==> config.mk <==
export PLATFORM = sky130hd
export DESIGN_NAME = imm_codec
export DESIGN_NICKNAME = d
export VERILOG_FILES = /design/src/rtl/imm_pkg.sv /design/src/rtl/imm_rot_search.sv /design/src/rtl/imm_ext_search.sv /design/src/rtl/imm_expand.sv /design/src/rtl/imm_codec.sv
export SDC_FILE = /design/constraint.sdc
export NUM_CORES = 1
export LEC_CHECK = 0
export BUFFER_PORTS_ARGS = -buffer_cell sky130_fd_sc_hd__buf_2
export CELL_PAD_IN_SITES_DETAIL_PLACEMENT = 0
export CELL_PAD_IN_SITES_GLOBAL_PLACEMENT = 1
export CORE_UTILIZATION = 39
export DETAILED_ROUTE_END_ITERATION = 6
export GPL_ROUTABILITY_DRIVEN = 0
export GPL_TIMING_DRIVEN = 0
export PLACE_DENSITY_LB_ADDON = 0.3
export SYNTH_ARGS = -nofsm -noshare
export SYNTH_HDL_FRONTEND = slang
export SYNTH_SLANG_ARGS = --single-unit
export TNS_END_PERCENT = 50
==> constraint.sdc <==
create_clock -name clk -period 1.14 [get_ports clk]
set_input_delay 0.114 -clock clk [delete_from_list [all_inputs] [get_ports clk]]
set_output_delay 0.114 -clock clk [all_outputs]
set_load 0.005 [all_outputs]
==> src/rtl/imm_pkg.sv <==
package imm_pkg;

  localparam int unsigned WORD_W  = 32;
  localparam int unsigned IMM_W   = 8;
  localparam int unsigned ROT_W   = 4;
  localparam int unsigned CODE_W  = ROT_W + IMM_W;
  localparam int unsigned SHAMT_W = $clog2(WORD_W);
  localparam int unsigned ROT_N   = 1 << ROT_W;
  localparam int unsigned SHIFT_LO = IMM_W;
  localparam int unsigned SHIFT_N  = WORD_W - SHIFT_LO;
  localparam int unsigned FORM_N   = 5;

  typedef enum logic {
    MODE_ROT = 1'b0,
    MODE_EXT = 1'b1
  } imm_mode_e;

  function automatic logic [WORD_W-1:0] rotl(input logic [WORD_W-1:0] v,
                                             input logic [SHAMT_W-1:0] n);
    return (v << n) | (v >> (7'd32 - 7'(n)));
  endfunction

  function automatic logic [WORD_W-1:0] rotr(input logic [WORD_W-1:0] v,
                                             input logic [SHAMT_W-1:0] n);
    return (v >> n) | (v << (7'd32 - 7'(n)));
  endfunction

endpackage

==> src/rtl/imm_rot_search.sv <==
module imm_rot_search
  import imm_pkg::*;
(
  input  logic [WORD_W-1:0] value,
  output logic              hit,
  output logic [CODE_W-1:0] code
);

  logic [ROT_N-1:0]  fit;
  logic [WORD_W-1:0] rolled [ROT_N];

  // one rotator per even distance; undoing a right rotation by 2k
  // is a left rotation by 2k
  for (genvar g = 0; g < ROT_N; g++) begin : g_rot
    assign rolled[g] = rotl(value, SHAMT_W'(2 * g));
    assign fit[g]    = (rolled[g][WORD_W-1:IMM_W] == '0);
  end

  // smallest distance wins: scan downward so the lowest fit lands last
  always_comb begin
    hit  = 1'b0;
    code = '0;
    for (int r = ROT_N - 1; r >= 0; r--) begin
      if (fit[r]) begin
        hit  = 1'b1;
        code = {ROT_W'(r), rolled[r][IMM_W-1:0]};
      end
    end
  end

endmodule

==> src/rtl/imm_ext_search.sv <==
module imm_ext_search
  import imm_pkg::*;
(
  input  logic [WORD_W-1:0]  value,
  output logic               hit,
  output logic [CODE_W-1:0]  code,
  output logic [FORM_N-1:0]  form_hits,
  output logic [SHIFT_N-1:0] shift_map
);

  logic [IMM_W-1:0] lo_b;
  logic [IMM_W-1:0] mid_b;
  logic             plain_hit;
  logic             pair_lo_hit;
  logic             pair_hi_hit;
  logic             quad_hit;
  logic             shift_hit;
  logic [CODE_W-1:0] shift_code;

  logic [WORD_W-1:0]  srolled [SHIFT_N];

  assign lo_b  = value[IMM_W-1:0];
  assign mid_b = value[2*IMM_W-1:IMM_W];

  // replicated-byte detectors; a zero byte is left to the plain form
  assign plain_hit   = (value[WORD_W-1:IMM_W] == '0);
  assign pair_lo_hit = (value == {8'h00, lo_b, 8'h00, lo_b}) && (lo_b != '0);
  assign pair_hi_hit = (value == {mid_b, 8'h00, mid_b, 8'h00}) && (mid_b != '0);
  assign quad_hit    = (value == {4{lo_b}}) && (lo_b != '0);

  // shifted form: byte with msb set, rotated right by 8..31
  for (genvar g = 0; g < SHIFT_N; g++) begin : g_shift
    assign srolled[g]   = rotl(value, SHAMT_W'(g + SHIFT_LO));
    assign shift_map[g] = (srolled[g][WORD_W-1:IMM_W] == '0) &&
                          srolled[g][IMM_W-1];
  end

  always_comb begin
    shift_hit  = 1'b0;
    shift_code = '0;
    for (int i = SHIFT_N - 1; i >= 0; i--) begin
      if (shift_map[i]) begin
        shift_hit  = 1'b1;
        shift_code = {SHAMT_W'(i + SHIFT_LO), srolled[i][IMM_W-2:0]};
      end
    end
  end

  // plain and replicated forms ahead of the shifted form
  always_comb begin
    hit  = 1'b1;
    code = '0;
    if (plain_hit) begin
      code = {4'b0000, lo_b};
    end else if (pair_lo_hit) begin
      code = {4'b0001, lo_b};
    end else if (pair_hi_hit) begin
      code = {4'b0010, mid_b};
    end else if (quad_hit) begin
      code = {4'b0011, lo_b};
    end else if (shift_hit) begin
      code = shift_code;
    end else begin
      hit  = 1'b0;
    end
  end

  assign form_hits = {shift_hit, quad_hit, pair_hi_hit, pair_lo_hit, plain_hit};

endmodule

==> src/rtl/imm_expand.sv <==
module imm_expand
  import imm_pkg::*;
(
  input  logic              mode,
  input  logic [CODE_W-1:0] code,
  output logic [WORD_W-1:0] value
);

  logic [IMM_W-1:0]  xy;
  logic [WORD_W-1:0] rot_val;
  logic [WORD_W-1:0] shift_val;
  logic [WORD_W-1:0] ext_val;

  assign xy        = code[IMM_W-1:0];
  assign rot_val   = rotr({{(WORD_W-IMM_W){1'b0}}, xy},
                          {code[CODE_W-1:IMM_W], 1'b0});
  assign shift_val = rotr({{(WORD_W-IMM_W){1'b0}}, 1'b1, code[IMM_W-2:0]},
                          code[CODE_W-1:IMM_W-1]);

  always_comb begin
    if (code[CODE_W-1:CODE_W-2] != 2'b00) begin
      ext_val = shift_val;
    end else begin
      unique case (code[IMM_W+1:IMM_W])
        2'b00:   ext_val = {24'h0, xy};
        2'b01:   ext_val = {8'h00, xy, 8'h00, xy};
        2'b10:   ext_val = {xy, 8'h00, xy, 8'h00};
        default: ext_val = {4{xy}};
      endcase
    end
  end

  assign value = (mode == MODE_EXT) ? ext_val : rot_val;

endmodule

==> src/rtl/imm_codec.sv <==
module imm_codec
  import imm_pkg::*;
(
  input  logic              clk,
  input  logic              rst_n,
  input  logic              in_valid,
  input  logic              in_mode,
  input  logic [WORD_W-1:0] in_value,
  input  logic [CODE_W-1:0] in_code,
  output logic              out_valid,
  output logic              out_encodable,
  output logic [CODE_W-1:0] out_enc,
  output logic [WORD_W-1:0] out_expanded
);

  logic               rot_hit;
  logic [CODE_W-1:0]  rot_code;
  logic               ext_hit;
  logic [CODE_W-1:0]  ext_code;
  logic [FORM_N-1:0]  ext_forms;
  logic [SHIFT_N-1:0] ext_shift_map;
  logic [WORD_W-1:0]  exp_val;

  logic               sel_hit;
  logic [CODE_W-1:0]  sel_code;

  logic               valid_d, valid_q;
  logic               hit_d, hit_q;
  logic [CODE_W-1:0]  enc_d, enc_q;
  logic [WORD_W-1:0]  expd_d, expd_q;
  logic [WORD_W-1:0]  value_d, value_q;
  logic               mode_d, mode_q;
  logic [WORD_W-1:0]  chk_value;

  imm_rot_search u_rot (
    .value (in_value),
    .hit   (rot_hit),
    .code  (rot_code)
  );

  imm_ext_search u_ext (
    .value     (in_value),
    .hit       (ext_hit),
    .code      (ext_code),
    .form_hits (ext_forms),
    .shift_map (ext_shift_map)
  );

  imm_expand u_expand (
    .mode  (in_mode),
    .code  (in_code),
    .value (exp_val)
  );

  // expander on the registered result, used for the round-trip property
  imm_expand u_check (
    .mode  (mode_q),
    .code  (enc_q),
    .value (chk_value)
  );

  assign sel_hit  = (in_mode == MODE_EXT) ? ext_hit  : rot_hit;
  assign sel_code = (in_mode == MODE_EXT) ? ext_code : rot_code;

  // next state with explicit capture enable
  always_comb begin
    valid_d = in_valid;
    hit_d   = hit_q;
    enc_d   = enc_q;
    expd_d  = expd_q;
    value_d = value_q;
    mode_d  = mode_q;
    if (in_valid) begin
      hit_d   = sel_hit;
      enc_d   = sel_hit ? sel_code : '0;
      expd_d  = exp_val;
      value_d = in_value;
      mode_d  = in_mode;
    end
  end

  always_ff @(posedge clk or negedge rst_n) begin
    if (!rst_n) begin
      valid_q <= 1'b0;
      hit_q   <= 1'b0;
      enc_q   <= '0;
      expd_q  <= '0;
      value_q <= '0;
      mode_q  <= 1'b0;
    end else begin
      valid_q <= valid_d;
      hit_q   <= hit_d;
      enc_q   <= enc_d;
      expd_q  <= expd_d;
      value_q <= value_d;
      mode_q  <= mode_d;
    end
  end

  assign out_valid     = valid_q;
  assign out_encodable = hit_q;
  assign out_enc       = enc_q;
  assign out_expanded  = expd_q;

  // result strobe tracks the request strobe one cycle later
  p_valid_follow_r8: assert property (@(posedge clk) disable iff (!rst_n)
    in_valid |=> out_valid);
  p_valid_idle_r8: assert property (@(posedge clk) disable iff (!rst_n)
    !in_valid |=> !out_valid);
  p_hold_r8: assert property (@(posedge clk) disable iff (!rst_n)
    !in_valid |=> ($stable(out_enc) && $stable(out_encodable) &&
                   $stable(out_expanded)));

  // a miss carries an all-zero field
  p_miss_zero_r5: assert property (@(posedge clk) disable iff (!rst_n)
    !out_encodable |-> (out_enc == '0));

  // the search result expands back to the constant it came from
  p_roundtrip_r10: assert property (@(posedge clk) disable iff (!rst_n)
    (out_valid && out_encodable) |-> (chk_value == value_q));

  // zero always encodes as the all-zero field
  p_zero_code_r6: assert property (@(posedge clk) disable iff (!rst_n)
    (out_valid && (value_q == '0)) |-> (out_encodable && (out_enc == '0)));

  // extended forms never overlap, and one shift at most fits
  p_forms_disjoint_r3: assert property (@(posedge clk) disable iff (!rst_n)
    $onehot0(ext_forms));
  p_shift_unique_r3: assert property (@(posedge clk) disable iff (!rst_n)
    $onehot0(ext_shift_map));

endmodule

==> metrics <==
via density per instance 7.516; average footprint of a synthesized cell 6.498 um2; maximum level of the CTS H-tree 2; failing checks DRC, setup timing; number of enable flip-flop cells after synthesis 0; asr flop ratio synth 1.000; reg2reg path depth 5; depth of the critical timing path with buffers and inverters included 14; number of global-route vias before repair 11957; kind of start point of the critical path primary input; TritonCTS clock tree done; fraction of final layout cells with drive strength greater than 1 0.3717; total chip power 7.099 mW; Rel. slew slack 0.2798; clock input transition at the sequential cells of the worst setup and hold paths 0.07 ns; WP data required 1.35 ns; post-route worst setup slack -1.736 ns; final hold violations 0; wire length of the first global-routing pass 69.86 mm; final count of pins violating max slew 0; P per Cell Area 577.5 mW/mm2; most common library cells after synthesis nor2_1, nand2_1, a21oi_1; buffers and inverters on the worst path 4; DRT antenna net count 0; primary flip-flop cell chosen by synthesis mapping dfrtp_1; number of input and output port buffers inserted 72; Layout area overhead 47.10%; latest clock arrival within the worst-skew pair 0.30 ns; sequential-to-total area share from yosys stat 0.1377; cell class contributing the biggest share of worst-path delay simple AND/OR/NAND/NOR gates; Hold WS 0.01803 ns; pin count of the biggest net entering global routing 47; number of max-cap violations 0; Placement Rows 53; number of antenna violations at the first check in global routing 1; RSZ-0062 raised after global routing yes; peak clock frequency supported by timing 347.7 MHz; delay of the slowest cell on the worst path 0.37 ns; reported leakage power 4.973 nW; flop-to-flop setup slack -0.34 ns; Syn Inst Count 1286; All-Layer GR Usage 0.4145; detailed-router iteration count before antenna repair 7; Mapped Area 0.008357 mm2; synth warn 0; Vert. Die Dim 148.4 um; vias after detailed routing 13311; Avg WL per Cell 27.22 um; transition at the pin with the smallest max-transition slack 1.080 ns; area of the die 0.02202 mm2; period utilization 2.523; worst voltage drop across the vdd grid 0.7673 mV; R2R Path End out_enc[6]; outcome complete, but fails checks; TritonCTS Buffers 5; worst path arrival time 3.09 ns; most common cell in the synthesized netlist nor2_1; cell types occupying the most area after synthesis dfrtp_1, nor2_1, a21oi_1, nand2_1, o21ai_0; buffer cell driving the clock tree root clkbuf_16; post-synth top area cell dfrtp_1; sum of routed wire length over all layers 48.20 mm; width of the die 148.4 um; CTS sink cnt 46; pre-CTS setup slack -2.595 ns; total global routing overflow 0; post-detail-place hpwl 32.46 mm; fin crit period 2.876 ns; class of the most critical setup path primary input to register; CTS max path bufs 2; quantity of hold-fixing buffers added after cts 0; IO Pins 94; maximum fanout along the worst path 8; number of antenna repair diodes 0; origin of the critical flop-to-flop path out_enc[6]; violation count after the first detailed-routing iteration 2485; Synth Register Bits 46; kind of capture point of the worst setup path register; Netlist cell types 83; class of the tightest hold or removal check primary input to async pin; final setup violating endpoints 45; Final nets 1550; fraction of synthesized cell area taken by the top area cell type 0.1377; DR DRC count 47; effective utilization at floorplan 0.3975; Crit-path slowest cell nor4_4; crit-path cells buf_6 > nor4_4 > buf_4 > nand4_1 > buf_6 > buf_4 > nor2_2 > a221oi_1 > nand3_1 > o21ai_0 > a211oi_1 > o21ai_0 > and4_1 > a221oi_2; Placeable Area 0.02102 mm2; clock skew after layout 0 ns; number of nets in the synthesized netlist 1341
[metal layers]
layer,track usage,wire [um]
met1,0.5245,16950
met2,0.6272,19790
met3,0.1258,7784
met4,0.2268,3641
met5,0,32
[final cells by class]
cell class              instances  area [um2]
clock buffers                   5       125.1
multi-input cells            1080        8014
plain buffers                 125       864.6
repair buffers                215        1648
fillers                      1853        8728
flip-flops and latches         46        1151
inverters                      22       102.6
well taps                     275       344.1
clock inverters                 3       43.79
[flip-flops by register name, summed over array words and instances (netlist names)]
| name | count |
|---|---|
| out_enc | 12 |
| out_encodable | 1 |
| out_valid | 1 |
| out_expanded | 32 |
[what timing repair did]
item	CTS	global route
resized for setup	310	114
cloned	2	0
pin swaps	79	67
setup endpoints to repair	45	45
setup buffers	107	35
[cells in the final DEF (no fill, tap or decap), drive strengths merged, types with 7 or more instances in the layout]
cell type,count
a221o,11
a221oi,38
and2,10
a211oi,21
a2111oi,7
nor4,37
a31oi,20
a22o,9
o31ai,8
mux2i,14
clkbuf,90
nand2,137
xor2,16
nor2,161
nand3,58
buf,255
nand4,35
or4,13
dfrtp,46
ha,7
nor2b,10
a222oi,7
and3,30
or2,10
o2111ai,7
or3,12
o21ai,87
nor3,63
inv,20
a32oi,9
o22ai,17
a21oi,110
o211ai,17
o221ai,16
[stage by stage]
step	instance area (um2)	cells	setup TNS [ns]	utilization
2_1_floorplan	8673	1286	-42.21	-
3_3_place_gp	9378	1633	-82.10	0.4461
3_5_place_dp	9378	1633	-80.14	0.4461
4_1_cts	11600	1737	-39.73	0.5517
5_1_grt	12290	1771	-44.69	0.5848
6_report	12290	1771	-43.37	0.5848
[power breakdown]
group	internal, mW	leakage, nW	switching, mW
clock	1.04	0.0842	0.674
sequential	1.78	0.580	0.0783
combinational	1.31	4.31	2.22
[logic make-up after synthesis]
group                    Yosys count  synth area share
AND/OR/NAND/NOR                  596            0.3689
adder cells (fa/ha/maj)            7           0.01048
flip-flops                        46            0.1377
AO/OA/AOI/OAI                    438            0.3577
XOR/XNOR                          22           0.02306
buffers and inverters            161           0.08130
multiplexers                      16           0.02081
[worst max-delay path by stage]
stage | start | to | slack [ns]
after CTS | in_value[3] | out_enc[0] | -1.59
after global routing | in_value[15] | out_enc[1] | -1.73
final | in_value[19] | out_enc[0] | -1.74
after global placement | in_value[14] | out_enc[2] | -2.68
after detailed placement | in_value[7] | out_enc[5] | -2.59
after floorplan | in_value[2] | out_enc[0] | -1.63
Power figures use the tool's default switching activity.
